## src/rtl/cache_tag_pkg.sv

```systemverilog
package cache_tag_pkg;

  typedef enum logic [1:0] {
    OP_IFETCH = 2'd0,
    OP_LOAD   = 2'd1,
    OP_STORE  = 2'd2,
    OP_MODIFY = 2'd3
  } memOp_e;

  // strobes from control to datapath
  typedef struct packed {
    logic   doLookup;
    memOp_e op;
  } lookupStrobe_t;

endpackage

```

## src/rtl/cache_tags.sv

```systemverilog
module cache_tags
  import cache_tag_pkg::*;
#(
  parameter int ADDR_W   = 16,
  parameter int SET_BITS = 2,
  parameter int OFF_BITS = 4,
  parameter int WAYS     = 4,
  parameter int CNT_W    = 32
) (
  input  logic              clk,
  input  logic              rstN,
  input  logic [ADDR_W-1:0] lookupAddr,
  input  lookupStrobe_t     strobe,
  output logic              resValid,
  output logic              resHit,
  output logic              resMiss,
  output logic              resEvict,
  output logic [1:0]        resOp,
  output logic [CNT_W-1:0]  hitCount,
  output logic [CNT_W-1:0]  missCount,
  output logic [CNT_W-1:0]  evictCount
);

  localparam int SETS  = 1 << SET_BITS;
  localparam int TAG_W = ADDR_W - SET_BITS - OFF_BITS;
  localparam int WAY_W = (WAYS > 1) ? $clog2(WAYS) : 1;
  localparam int IDX_W = (SET_BITS > 0) ? SET_BITS : 1;
  localparam logic [WAY_W-1:0] OLDEST = WAY_W'(WAYS - 1);

  logic [WAYS-1:0]  validQ [SETS];
  logic [TAG_W-1:0] tagQ   [SETS][WAYS];
  logic [WAY_W-1:0] ageQ   [SETS][WAYS];

  logic [IDX_W-1:0] setIdx;
  logic [TAG_W-1:0] addrTag;
  logic [WAYS-1:0]  hitVec, freeVec, oldVec;
  logic [WAY_W-1:0] hitWay, freeWay, lruWay, fillWay, touchedAge;
  logic             anyHit, anyFree, doEvict;

  generate
    if (SET_BITS > 0) begin : g_indexed
      assign setIdx = lookupAddr[OFF_BITS +: SET_BITS];
    end else begin : g_single
      assign setIdx = '0;
    end
  endgenerate

  assign addrTag = lookupAddr[ADDR_W-1 -: TAG_W];

  always_comb begin
    hitWay  = '0;
    freeWay = '0;
    lruWay  = '0;
    for (int w = 0; w < WAYS; w++) begin
      hitVec[w]  = validQ[setIdx][w] && (tagQ[setIdx][w] == addrTag);
      freeVec[w] = !validQ[setIdx][w];
      oldVec[w]  = (ageQ[setIdx][w] == OLDEST);
    end
    for (int w = WAYS - 1; w >= 0; w--) begin
      if (hitVec[w])  hitWay  = WAY_W'(w);
      if (freeVec[w]) freeWay = WAY_W'(w);
      if (oldVec[w])  lruWay  = WAY_W'(w);
    end
    anyHit     = |hitVec;
    anyFree    = |freeVec;
    doEvict    = !anyHit && !anyFree;
    fillWay    = anyHit ? hitWay : (anyFree ? freeWay : lruWay);
    touchedAge = ageQ[setIdx][fillWay];
  end

  always_ff @(posedge clk) begin
    if (!rstN) begin
      for (int s = 0; s < SETS; s++) begin
        validQ[s] <= '0;
        for (int w = 0; w < WAYS; w++) begin
          tagQ[s][w] <= '0;
          ageQ[s][w] <= WAY_W'(w);
        end
      end
    end else if (strobe.doLookup) begin
      validQ[setIdx][fillWay] <= 1'b1;
      tagQ[setIdx][fillWay]   <= addrTag;
      for (int w = 0; w < WAYS; w++) begin
        if (WAY_W'(w) == fillWay)
          ageQ[setIdx][w] <= '0;
        else if (ageQ[setIdx][w] < touchedAge)
          ageQ[setIdx][w] <= ageQ[setIdx][w] + 1'b1;
      end
    end
  end

  always_ff @(posedge clk) begin
    if (!rstN) begin
      resValid   <= 1'b0;
      resHit     <= 1'b0;
      resMiss    <= 1'b0;
      resEvict   <= 1'b0;
      resOp      <= '0;
      hitCount   <= '0;
      missCount  <= '0;
      evictCount <= '0;
    end else begin
      resValid <= strobe.doLookup;
      resHit   <= strobe.doLookup && anyHit;
      resMiss  <= strobe.doLookup && !anyHit;
      resEvict <= strobe.doLookup && doEvict;
      resOp    <= strobe.op;
      if (strobe.doLookup) begin
        if (anyHit && hitCount != '1)    hitCount   <= hitCount + 1'b1;
        if (!anyHit && missCount != '1)  missCount  <= missCount + 1'b1;
        if (doEvict && evictCount != '1) evictCount <= evictCount + 1'b1;
      end
    end
  end


  single_victim_chk: assert property (@(posedge clk) disable iff (!rstN)
    (strobe.doLookup && doEvict) |-> ($countones(oldVec) == 1));


  evict_is_miss_chk: assert property (@(posedge clk) disable iff (!rstN)
    (resValid && resEvict) |-> resMiss);


  count_step_chk: assert property (@(posedge clk) disable iff (!rstN)
    ##1 ((hitCount - $past(hitCount)) <= 1) && ((missCount - $past(missCount)) <= 1)
        && ((evictCount - $past(evictCount)) <= 1));

endmodule

```

## config.mk

```make
export PLATFORM = sky130hd
export DESIGN_NAME = cache_tags
export DESIGN_NICKNAME = d
export VERILOG_FILES = /design/src/rtl/cache_tag_pkg.sv /design/src/rtl/cache_tags.sv
export SDC_FILE = /design/constraint.sdc
export NUM_CORES = 1
export LEC_CHECK = 0
export BUFFER_PORTS_ARGS = -buffer_cell sky130_fd_sc_hd__buf_2
export CAP_MARGIN = 20
export CORE_ASPECT_RATIO = 0.75
export CORE_MARGIN = 3
export CORE_UTILIZATION = 37
export CTS_BUF_LIST = sky130_fd_sc_hd__clkbuf_8 sky130_fd_sc_hd__clkbuf_16
export DETAILED_ROUTE_END_ITERATION = 10
export MAX_ROUTING_LAYER = met4
export SLEW_MARGIN = 30
export SYNTH_ARGS = -nofsm -noshare
export SYNTH_HDL_FRONTEND = slang
export SYNTH_SLANG_ARGS = --single-unit
```

## constraint.sdc

```tcl
create_clock -name clk -period 6.85 [get_ports clk]
set_clock_uncertainty 0.15 [all_clocks]
set_input_delay 1.0275 -clock clk [delete_from_list [all_inputs] [get_ports clk]]
set_output_delay 1.0275 -clock clk [all_outputs]
set_load 0.03 [all_outputs]
```

; After elaboration in Yosys (flattened, before gate mapping)
; Memory sizes are Yosys's and may differ from the RTL's.
; Index checks and enable logic that the tools add are counted.
[totals]
register_bits = 102
mem_bits_rw = 208
input_bits = 21
memories = 3
[op_classes]
addsub = 7
magnitude_cmp = 8
n_eq_ne = 14
mux = 75
bitwise = 5
n_reduce_logical = 28
[memory_table]
columns = memory, depth, word_bits, read_ports, rd_ports_with_merged_regs, wr, line_no
row1 = tagQ, 4, 40, 1, 0, 4, cache_tags.sv:31  ; logic [TAG_W-1:0] tagQ [SETS][WAYS];
row2 = ageQ, 4, 8, 1, 0, 4, cache_tags.sv:32  ; logic [WAY_W-1:0] ageQ [SETS][WAYS];
row3 = validQ, 4, 4, 1, 0, 4, cache_tags.sv:30  ; logic [WAYS-1:0] validQ [SETS];
[ops]
columns = operator, count
row1 = $mux W40, 3
row2 = $add A32 B1 Y32 const B, 3
row3 = $ne A32 B32 Y1 const B, 3
row4 = $mux W2, 23
row5 = $eq A10 B10 Y1, 4
row6 = $mux W1, 40
row7 = $reduce_or A40 Y1, 1
row8 = $demux W10 S2, 1
row9 = $mux W4, 4
row10 = $logic_and A1 B1 Y1, 13
row11 = $reduce_or A4 Y1, 3
row12 = $mux W10, 1
row13 = $add A2 B1 Y2 const B, 4
row14 = $eq A2 B2 Y1 const B, 4
row15 = $lt A2 B2 Y1, 4
row16 = $mux W8, 1
row17 = $reduce_or A8 Y1, 1
row18 = $logic_not A1 Y1, 6
row19 = $reduce_and A2 Y1, 3
row20 = $bmux W2 S2, 1
row21 = $eq A2 B2 Y1 const A, 2
row22 = $or A1 B1 Y1, 4
row23 = $ge A3 B3 Y1 const B, 1
row24 = $lt A2 B3 Y1 const B, 1
row25 = 6 further kinds, 6

; Logic depth before layout (Yosys ltp)
; Gate-level depths: netlist of run 1.
; An unclocked memory read counts as a cell.
[logic_depth]
ltp_word = 21
ltp_mapped = 21
mapped_depth_nobuf = 14

; Least setup slack after synthesis of run 1
; No wires, ideal clock.
[synth_path]
path_type = input to register
startpoint = input port lookupAddr[4]
endpoint = memory ageQ[3][6] in the netlist's numbering (enable)
setup_ns = 0.320
arrival_time_ns = 5.048
setup_slack_ns = 1.332
stages = 18
path_buffers = 5
cell_sequence = buf_6 > buf_8 > buf_4 > buf_4 > buf_2 > mux2_2 > o21ai_0 > inv_1 > ha_1 > nor2_1 > nor3_1 > o21ai_1 > o41ai_4 > nor4_1 > nor2_1 > o21ai_0 > inv_1 > a31oi_1
[synth_rtl]
columns = element, line_no
row1 = from (decl), cache_tags.sv:12  ; input logic [ADDR_W-1:0] lookupAddr,
row2 = to (decl), cache_tags.sv:32

==> Flow_metrics.wiki, run 1 <==
{| class="wikitable"
! Metric !! Value
|-
| Result of the run || finished clean
|-
| Max-Slew Margin vs Limit || 37.3%
|-
| Synth Register Bits || 310
|-
| Number of global-route vias before repair || 10.5k
|-
| Maximum number of pins on one net before global-route repair || 93
|-
| Routed wirelength normalized by instance count || 19.5 um
|-
| Sum of routed wire length over all layers || 40,000 um
|-
| Commonest non-fill, non-tap cell in the layout || sky130_fd_sc_hd__edfxtp_1
|-
| Critical path launch point type || primary input
|-
| H-tree depth reported by CTS || 2
|-
| Average cell area after synthesis || 11.4 um2
|-
| Post-route setup TNS || 0 ns
|-
| Latest clock arrival within the worst-skew pair || 0.53 ns
|-
| Total internal power || 3.24 mW
|-
| Predominant post-synthesis flop cell || sky130_fd_sc_hd__edfxtp_1
|-
| Ys Warns || 0
|-
| Clock period minus worst slack || 5.34 ns
|-
| Count of endpoints failing hold in the final timing report || 0
|-
| Data arrival time at the worst-slack endpoint || 5.38 ns
|-
| Area added between synthesis and finish || 14.4%
|-
| Final cell count without fillers || 2,050
|-
| NetSw || 1.05 mW
|-
| Cell-by-cell listing of the critical path || buf_4, buf_4, mux4_2, xnor2_1, nand2_1, nor4_4, o21ai_1, a21oi_1, mux2i_2, buf_4, o21ai_1, buf_4, a41oi_1
|-
| Number of different library cells in the post-synthesis netlist || 74
|-
| Clock network fraction of total power || 42.4%
|-
| TritonCTS clock tree || yes
|-
| CTS Root Cell || sky130_fd_sc_hd__clkbuf_16
|-
| Max-slew violations || 0
|-
| Number of input and output port buffers inserted || 118
|-
| Peak Freq || 0.187 GHz
|-
| Setup violation total in the final timing report || 0
|-
| Setup WS pre-CTS || 1.06 ns
|-
| Kind of critical path || primary input to flip-flop
|-
| Cells after synthesis || 1,374
|-
| Hold-fix buffer count after cts || 0
|-
| CP Buf/Inv Count || 4
|-
| HPWL reported at the end of detailed placement || 26,300 um
|-
| Maximum fanout along the worst path || 27
|-
| Post-detailed-route via-to-cell ratio || 5.32
|-
| Initial antenna violation count || 1
|-
| Vias || 10.9k
|-
| Nets@finish || 1,490
|-
| Count of instances resized after the clock tree is built || 0
|-
| IR Drop Worst-Case VDD || 0.000189 V
|-
| Most common cell on crit path || sky130_fd_sc_hd__buf_4
|-
| First-iteration detailed-routing DRC count || 797
|-
| Die Width || 243 um
|-
| Post-place instance area || 16,700 um2
|-
| Cell count after placement || 1,986
|-
| I/O pin total || 123
|-
| Transition at the pin with the smallest max-transition slack || 0.932 ns
|-
| Final period util || 77.9%
|-
| Share of synthesized area occupied by flip-flops and latches || 53.1%
|-
| Number of CTS-inserted buffers || 35
|-
| Cell row count || 64
|-
| Critical Path End Type || flip-flop
|-
| Clock sinks || 310
|-
| Proportion of power drawn by combinational gates || 9.4%
|-
| Max stage delay cell, worst path || sky130_fd_sc_hd__mux2i_2
|-
| Sw frac || 24.5%
|-
| ANT nets after route || 0
|-
| Final Cell Area || 17,900 um2
|-
| Cell class contributing the biggest share of worst-path delay || buffers and inverters
|-
| Maxcap violations || 0
|-
| Overall overflow remaining after global route || 0
|-
| Syn Nets || 1,402
|-
| Share of synthesized registers carrying an async set or reset || 0%
|-
| Total core area || 41,200 um2
|-
| Number of buffers inserted by post-CTS setup repair || 0
|-
| Worst path setup slack after routing || 1.51 ns
|-
| Critical path's largest stage delay || 0.62 ns
|-
| Cell Pwr Density || 240 nW/um2
|-
| Worst endpoint required time || 6.89 ns
|-
| Wire length of the first global-routing pass || 61,800 um
|-
| EDFF count, synth || 208
|-
| Initial Util || 37.9%
|-
| Hold_ws || 0.353 ns
|-
| Path category of the worst min-delay check || flip-flop to flip-flop
|-
| Number of detailed-route iterations in the first pass || 5
|-
| Final weighted congestion in routability-driven placement || 0.867
|-
| Die area || 44,700 um2
|-
| Clock-pin slew of the registers on the worst-case setup and hold paths || 0.06 ns
|-
| Ratio of cells with drive above 1 in the final layout || 20.3%
|-
| Chip Height || 184 um
|-
| DRC violation count after routing || 0
|-
| Max Root-Sink Buffers || 3
|-
| Total track usage || 18.1%
|-
| Proportion of power drawn by flip-flops and latches || 48.2%
|-
| Unrepaired setup endpoints after global routing || false
|-
| Mapped Area || 15,600 um2
|-
| Commonest non-fill, non-tap cells in the layout || sky130_fd_sc_hd__edfxtp_1 (208), sky130_fd_sc_hd__nor2_1 (120), sky130_fd_sc_hd__and2_1 (117), sky130_fd_sc_hd__buf_2 (117), sky130_fd_sc_hd__dfxtp_1 (102)
|-
| Leakage power summed over all cells || 6.77 nW
|}
## power groups by stage
stage,Clock (mW),Sequential [mW],Combinational [mW]
after global routing,1.94,2.07,0.437
after detailed placement,0,2.11,0.402
after CTS,1.87,2.07,0.404
after floorplan,0,2.11,0.292
final,1.82,2.07,0.405
after global placement,0,2.11,0.396
## per-stage QoR
stage / utilization, % / power [mW]
finish: 43.3 / 4.29
global route: 43.3 / 4.45
CTS: 43.3 / 4.34
detailed placement: 40.6 / 2.51
global placement: 40.6 / 2.50
floorplan: - / 2.40
## routing by layer
layer	up-vias	part of all wire, %	global-route usage, %
met5	-	0	-
met4	0	1.9	4.39
met3	54	5.9	2.86
met2	285	45	27.3
met1	5407	47	25.7
li1	5162	-	-
## Yosys cell counts, types with 11 or more instances
library cell               count  area share [%]
sky130_fd_sc_hd__mux2_2       11            0.79
sky130_fd_sc_hd__and2_1      118             4.7
sky130_fd_sc_hd__dfxtp_1     102              13
sky130_fd_sc_hd__nand2b_1     14            0.56
sky130_fd_sc_hd__xnor2_1      72             4.0
sky130_fd_sc_hd__clkbuf_1     75             1.8
sky130_fd_sc_hd__inv_1        31            0.75
sky130_fd_sc_hd__nand3_1      45             1.4
sky130_fd_sc_hd__mux2i_1      23             1.5
sky130_fd_sc_hd__and4_1       20             1.1
sky130_fd_sc_hd__o21ai_1      11            0.35
sky130_fd_sc_hd__nand4_1      30             1.2
sky130_fd_sc_hd__edfxtp_1    208              40
sky130_fd_sc_hd__nor3_1       46             1.5
sky130_fd_sc_hd__xor2_1       42             2.4
sky130_fd_sc_hd__mux4_2       40             5.8
sky130_fd_sc_hd__and3_1       63             2.5
sky130_fd_sc_hd__nand2_1      70             1.7
sky130_fd_sc_hd__nor2_1      121             2.9
sky130_fd_sc_hd__a21oi_1      34             1.1
sky130_fd_sc_hd__o21ai_0      38             1.2
sky130_fd_sc_hd__nor4_1       21            0.84
## layout make-up
cell class / count / area [um2]
fillers: 3888 / 23400
flip-flops and latches: 310 / 8290
multi-input cells: 934 / 6780
clock buffers: 41 / 970
repair buffers: 149 / 855
well taps: 561 / 702
clock inverters: 22 / 141
inverters: 32 / 120
diodes: 1 / 2.50
## path summary, 6_finish.rpt
check	slack (ns)	cells after the start	start	endpoint
setup / recovery	1.51	13	lookupAddr[4]	ageQ[1][6]
hold / removal	0.35	2	hitCount[17]	hitCount[17]
setup reg to reg	2.28	15	ageQ[0][2]	ageQ[1][6]
hold reg to reg	0.35	2	hitCount[17]	hitCount[17]
## flip-flops by register name, indices dropped and copies added, names as in the netlist
| register | count |
|---|---|
| hitCount | 32 |
| missCount | 32 |
| resHit | 1 |
| resMiss | 1 |
| ageQ | 32 |
| evictCount | 32 |
| resEvict | 1 |
| resOp | 2 |
| tagQ | 160 |
| validQ | 16 |
| resValid | 1 |
## worst reg2reg max path, delay by kind of cell (launching register included)
kind                     cells  cell delay [ns]
AO/OA/AOI/OAI                8             1.74
AND/OR/NAND/NOR              1             0.12
flip-flops                   1             0.35
buffers and inverters        3             0.73
multiplexers                 2             0.89
adder cells (fa/ha/maj)      1             0.28
## logic make-up (layout without fill, tap and decap cells)
group | after synthesis | count (layout) | synth area share (%)
AND/OR/NAND/NOR | 586 | 586 | 20.6
flip-flops | 310 | 310 | 53.1
other | 0 | 1 | 0
multiplexers | 75 | 75 | 8.12
buffers and inverters | 130 | 244 | 3.66
XOR/XNOR | 123 | 123 | 7.33
adder cells (fa/ha/maj) | 8 | 8 | 0.633
AO/OA/AOI/OAI | 142 | 142 | 6.55
(Power assumes the default switching activity.)
==> run 2, diff against run 1 <==
--- a/config.mk
+++ b/config.mk
@@ -5,6 +5,7 @@
 export SDC_FILE = /design/constraint.sdc
 export NUM_CORES = 1
 export LEC_CHECK = 0
+export ABC_AREA = 1
 export BUFFER_PORTS_ARGS = -buffer_cell sky130_fd_sc_hd__buf_2
 export CAP_MARGIN = 20
 export CORE_ASPECT_RATIO = 0.75
==> constraint.sdc (replaced) <==
create_clock -name clk -period 5.4 [get_ports clk]
set_clock_uncertainty 0.15 [all_clocks]
set_input_delay 0.81 -clock clk [delete_from_list [all_inputs] [get_ports clk]]
set_output_delay 0.81 -clock clk [all_outputs]
set_load 0.03 [all_outputs]
==> run 2 against run 1 <==
  * Die area rose by 7.0%
  * Sequential power rose by 27%
  * Hold slack got worse by 0.032 ns
  * Largest power group unchanged
  * Largest cell class unchanged
  * Design area increased by 5.3%
  * Routed wire length rose by 23%
  * Sequential share of layout area fell by 2.3 points
  * Via count up 35%
  * Sequential cell count unchanged
  * Synthesized area rose by 7.2%
  * Register-to-register slack got worse by 0.50 ns
==> Flow_metrics.wiki, run 2 <==
{| class="wikitable"
! Metric !! Value
|-
| Result of the run || finished clean
|-
| TritonCTS clock tree || yes
|-
| Count of endpoints failing hold in the final timing report || 0 (unchanged)
|-
| Path category of the worst min-delay check || primary input to flip-flop
|-
| Data arrival time at the worst-slack endpoint || 4.26 ns (-1.12 ns)
|-
| CTS Root Cell || sky130_fd_sc_hd__clkbuf_16
|-
| Commonest non-fill, non-tap cells in the layout || sky130_fd_sc_hd__nand2_1 (792), sky130_fd_sc_hd__nor2_1 (295), sky130_fd_sc_hd__edfxtp_1 (208)
|-
| Die area || 47,800 um2 (+7.0%)
|-
| Die Width || 252 um (+3.4%)
|-
| Number of cells traversed by the worst hold path || 3 (+1)
|-
| Number of buffers inserted by post-CTS setup repair || 0 (unchanged)
|-
| Combined area of the multi-input logic cells || 7360 um2 (+8.5%)
|-
| Max Root-Sink Buffers || 3 (unchanged)
|-
| Share of synthesized registers carrying an async set or reset || 0% (unchanged)
|-
| Overall overflow remaining after global route || 0 (unchanged)
|-
| Capturing point of the worst reg2reg path || tagQ[0][25]
|-
| R2r startpoint || ageQ[0][3]
|-
| Critical path launch point type || primary input
|-
| Setup violation total in the final timing report || 0 (unchanged)
|-
| Cell Pwr Density || 285 nW/um2 (+19%)
|-
| FILL cells || 4,418 (+14%)
|-
| Synth Register Bits || 310 (unchanged)
|-
| Worst reg2reg path depth || 18 (+3)
|-
| Ys Warns || 0 (unchanged)
|-
| Most repeated cell in the gate-level netlist after synthesis || sky130_fd_sc_hd__nand2_1
|-
| Maximum fanout along the worst path || 12 (-56%)
|-
| Most frequent cells after synthesis || sky130_fd_sc_hd__nand2_1 (792), sky130_fd_sc_hd__nor2_1 (295), sky130_fd_sc_hd__edfxtp_1 (208)
|-
| Clock sinks || 310 (unchanged)
|-
| Register with the most flip-flops || tagQ
|-
| Transition at the pin with the smallest max-transition slack || 0.989 ns (+0.0574 ns)
|-
| Hold-fix buffer count after cts || 0 (unchanged)
|-
| EDFF count, synth || 208 (unchanged)
|-
| Max-slew violations || 0 (unchanged)
|-
| Commonest non-fill, non-tap cell in the layout || sky130_fd_sc_hd__nand2_1
|-
| Wire length of the first global-routing pass || 77,400 um (+25%)
|-
| I/O pin total || 123 (unchanged)
|-
| Cell class contributing the biggest share of worst-path delay || simple AND/OR/NAND/NOR gates
|-
| Initial Util || 38.0% (+0.16 points)
|-
| DRC violation count after routing || 0 (unchanged)
|-
| Area added between synthesis and finish || 12.3%
|-
| Cell-by-cell listing of the critical path || buf_2, nor2_1, buf_4, a22oi_1, inv_1, a221oi_1, inv_1, ha_1, inv_1, a21oi_1, o21ai_0, nand3_1, nand3_4, nand2_2, inv_2, nand2_1, nor2_2, inv_2, nor2_2, inv_2, nand2_1
|-
| Number of flip-flops in the largest register || 160 (unchanged)
|-
| Post-route setup TNS || 0 ns (unchanged)
|-
| Final period util || 78.8%
|-
| Clock period minus worst slack || 4.25 ns
|-
| Syn Nets || 2,196 (+57%)
|-
| Area used by sequential logic in the layout || 8290 um2 (unchanged)
|-
| Total core area || 44,000 um2 (+6.7%)
|-
| Number of global-route vias before repair || 13.9k (+31%)
|-
| Post-detailed-route via-to-cell ratio || 5.17 (-2.9%)
|-
| Chip Height || 190 um (+3.4%)
|-
| Number of detailed-route iterations in the first pass || 6 (+1)
|-
| Sum of routed wire length over all layers || 49,300 um (+23%)
|-
| Unrepaired setup endpoints after global routing || false
|-
| First-iteration detailed-routing DRC count || 1,452 (+82%)
|-
| HPWL reported at the end of detailed placement || 34,500 um (+31%)
|-
| Total track usage || 21.0% (+2.9 points)
|-
| Max stage delay cell, worst path || sky130_fd_sc_hd__nand2_1
|-
| Initial antenna violation count || 0 (-1)
|-
| Worst endpoint required time || 5.41 ns (-1.48 ns)
|-
| Hold-critical path endpoint || resOp[0]
|-
| Final cell count without fillers || 2,853 (+39%)
|-
| Critical Path End Type || flip-flop
|-
| H-tree depth reported by CTS || 2 (unchanged)
|-
| Latest clock arrival within the worst-skew pair || 0.52 ns (about the same)
|-
| Maximum number of pins on one net before global-route repair || 77 (-17%)
|-
| Yosys top cell by area || sky130_fd_sc_hd__edfxtp_1
|-
| Cell row count || 66 (+3.1%)
|-
| Start point of the worst hold path || strobe[0]
|-
| Mapped Area || 16,700 um2 (+7.2%)
|-
| Cell count after placement || 2,796 (+41%)
|-
| Critical path's largest stage delay || 0.44 ns (-0.18 ns)
|-
| Max-Slew Margin vs Limit || 34.0% (-3.3 points)
|-
| Kind of critical path || primary input to flip-flop
|-
| Cells after synthesis || 2,168 (+58%)
|-
| IR Drop Worst-Case VDD || 0.000170 V (-10%)
|-
| Leakage power summed over all cells || 7.88 nW (+16%)
|-
| Ranking of synthesized cells by area || sky130_fd_sc_hd__edfxtp_1 (37%), sky130_fd_sc_hd__nand2_1 (18%), sky130_fd_sc_hd__dfxtp_1 (12%), sky130_fd_sc_hd__nor2_1 (6.6%), sky130_fd_sc_hd__nand3_1 (3.4%)
|-
| Average cell area after synthesis || 7.72 um2 (-32%)
|-
| ANT cells || 0 (-1)
|-
| Final weighted congestion in routability-driven placement || 0.967 (+12%)
|-
| Area share of the largest cell type after synthesis || 37.3% (-2.7 points)
|-
| Count of instances resized after the clock tree is built || 0 (unchanged)
|-
| Clock-pin slew of the registers on the worst-case setup and hold paths || 0.06 ns (about the same)
|-
| Share of synthesized area occupied by flip-flops and latches || 49.5% (-3.6 points)
|-
| Number of input and output port buffers inserted || 118 (unchanged)
|-
| Peak Freq || 0.235 GHz
|-
| Routed wirelength normalized by instance count || 17.3 um (-12%)
|-
| Register-to-register setup slack || 1.78 ns (-0.50 ns)
|-
| Vias || 14.7k (+35%)
|-
| CP Buf/Inv Count || 8 (+4)
|-
| ANT nets after route || 0 (unchanged)
|-
| Predominant post-synthesis flop cell || sky130_fd_sc_hd__edfxtp_1
|-
| Number of CTS-inserted buffers || 34 (-2.9%)
|-
| Nets@finish || 2,282 (+53%)
|-
| Ratio of cells with drive above 1 in the final layout || 12.1% (-8.2 points)
|-
| Number of different library cells in the post-synthesis netlist || 52 (-30%)
|-
| Maxcap violations || 0 (unchanged)
|}
run 2: kinds of logic after synthesis:
kind of cell	count (synthesis)	synth area share, %
buffers and inverters	248	6.55
AND/OR/NAND/NOR	1404	35.7
AO/OA/AOI/OAI	147	4.96
adder cells (fa/ha/maj)	7	0.523
multiplexers	1	0.0598
XOR/XNOR	51	2.67
flip-flops	310	49.5
run 2: power breakdown:
group | switching [mW] | total [mW] | internal [mW]
Sequential | 0.0194 | 2.62 | 2.60
Clock | 0.959 | 2.24 | 1.28
Combinational | 0.372 | 0.497 | 0.125
run 2: worst max-delay path by stage:
stage / start / endpoint / slack, ns / cells past startpoint
finish: lookupAddr[5] / tagQ[0][25] / 1.15 / 21
global route: lookupAddr[5] / tagQ[0][3] / 0.69 / 21
CTS: lookupAddr[5] / tagQ[0][3] / 1.12 / 19
detailed placement: lookupAddr[5] / tagQ[0][9] / 0.59 / 19
global placement: lookupAddr[4] / tagQ[0][25] / 0.65 / 21
floorplan: lookupAddr[5] / tagQ[3][0] / 1.16 / 18
run 2: stage by stage:
stage	setup slack [ns]	hold slack (ns)	cell area (um2)	util, %	power [mW]
after global placement	0.650	0.321	17800	40.3	3.15
after detailed placement	0.588	0.329	17800	40.3	3.16
after CTS	1.12	0.296	18800	42.7	5.39
after floorplan	1.16	0.445	16700	-	3.01
after global routing	0.685	0.342	18800	42.7	5.56
final	1.15	0.320	18800	42.7	5.35
run 2: cell type report:
class | instances | share of cell area (%)
multi-input combinational | 1610 | 39.1
timing repair buffer | 150 | 4.42
sequential | 310 | 44.1
clock inverter | 20 | 0.792
clock buffer | 37 | 4.75
inverter | 148 | 2.98
tap | 578 | 3.85
run 2: layer usage:
metal  GRT usage, %  part of all wire [%]  up-vias
met2           29.4                    41      520
met3           4.37                   8.0       86
met1           30.8                    48     6874
met4           5.62                   2.3        0
met5              -                     0        -
li1               -                     -     7264
run 2: worst register-to-register path: cells and delay by family (launching register included):
family	cells	cell delay (ns)
buffers and inverters	6	0.60
AOI/OAI and AO/OA	4	0.76
and+or+nand+nor	7	1.17
adders and majority gates	1	0.22
DFF	1	0.35
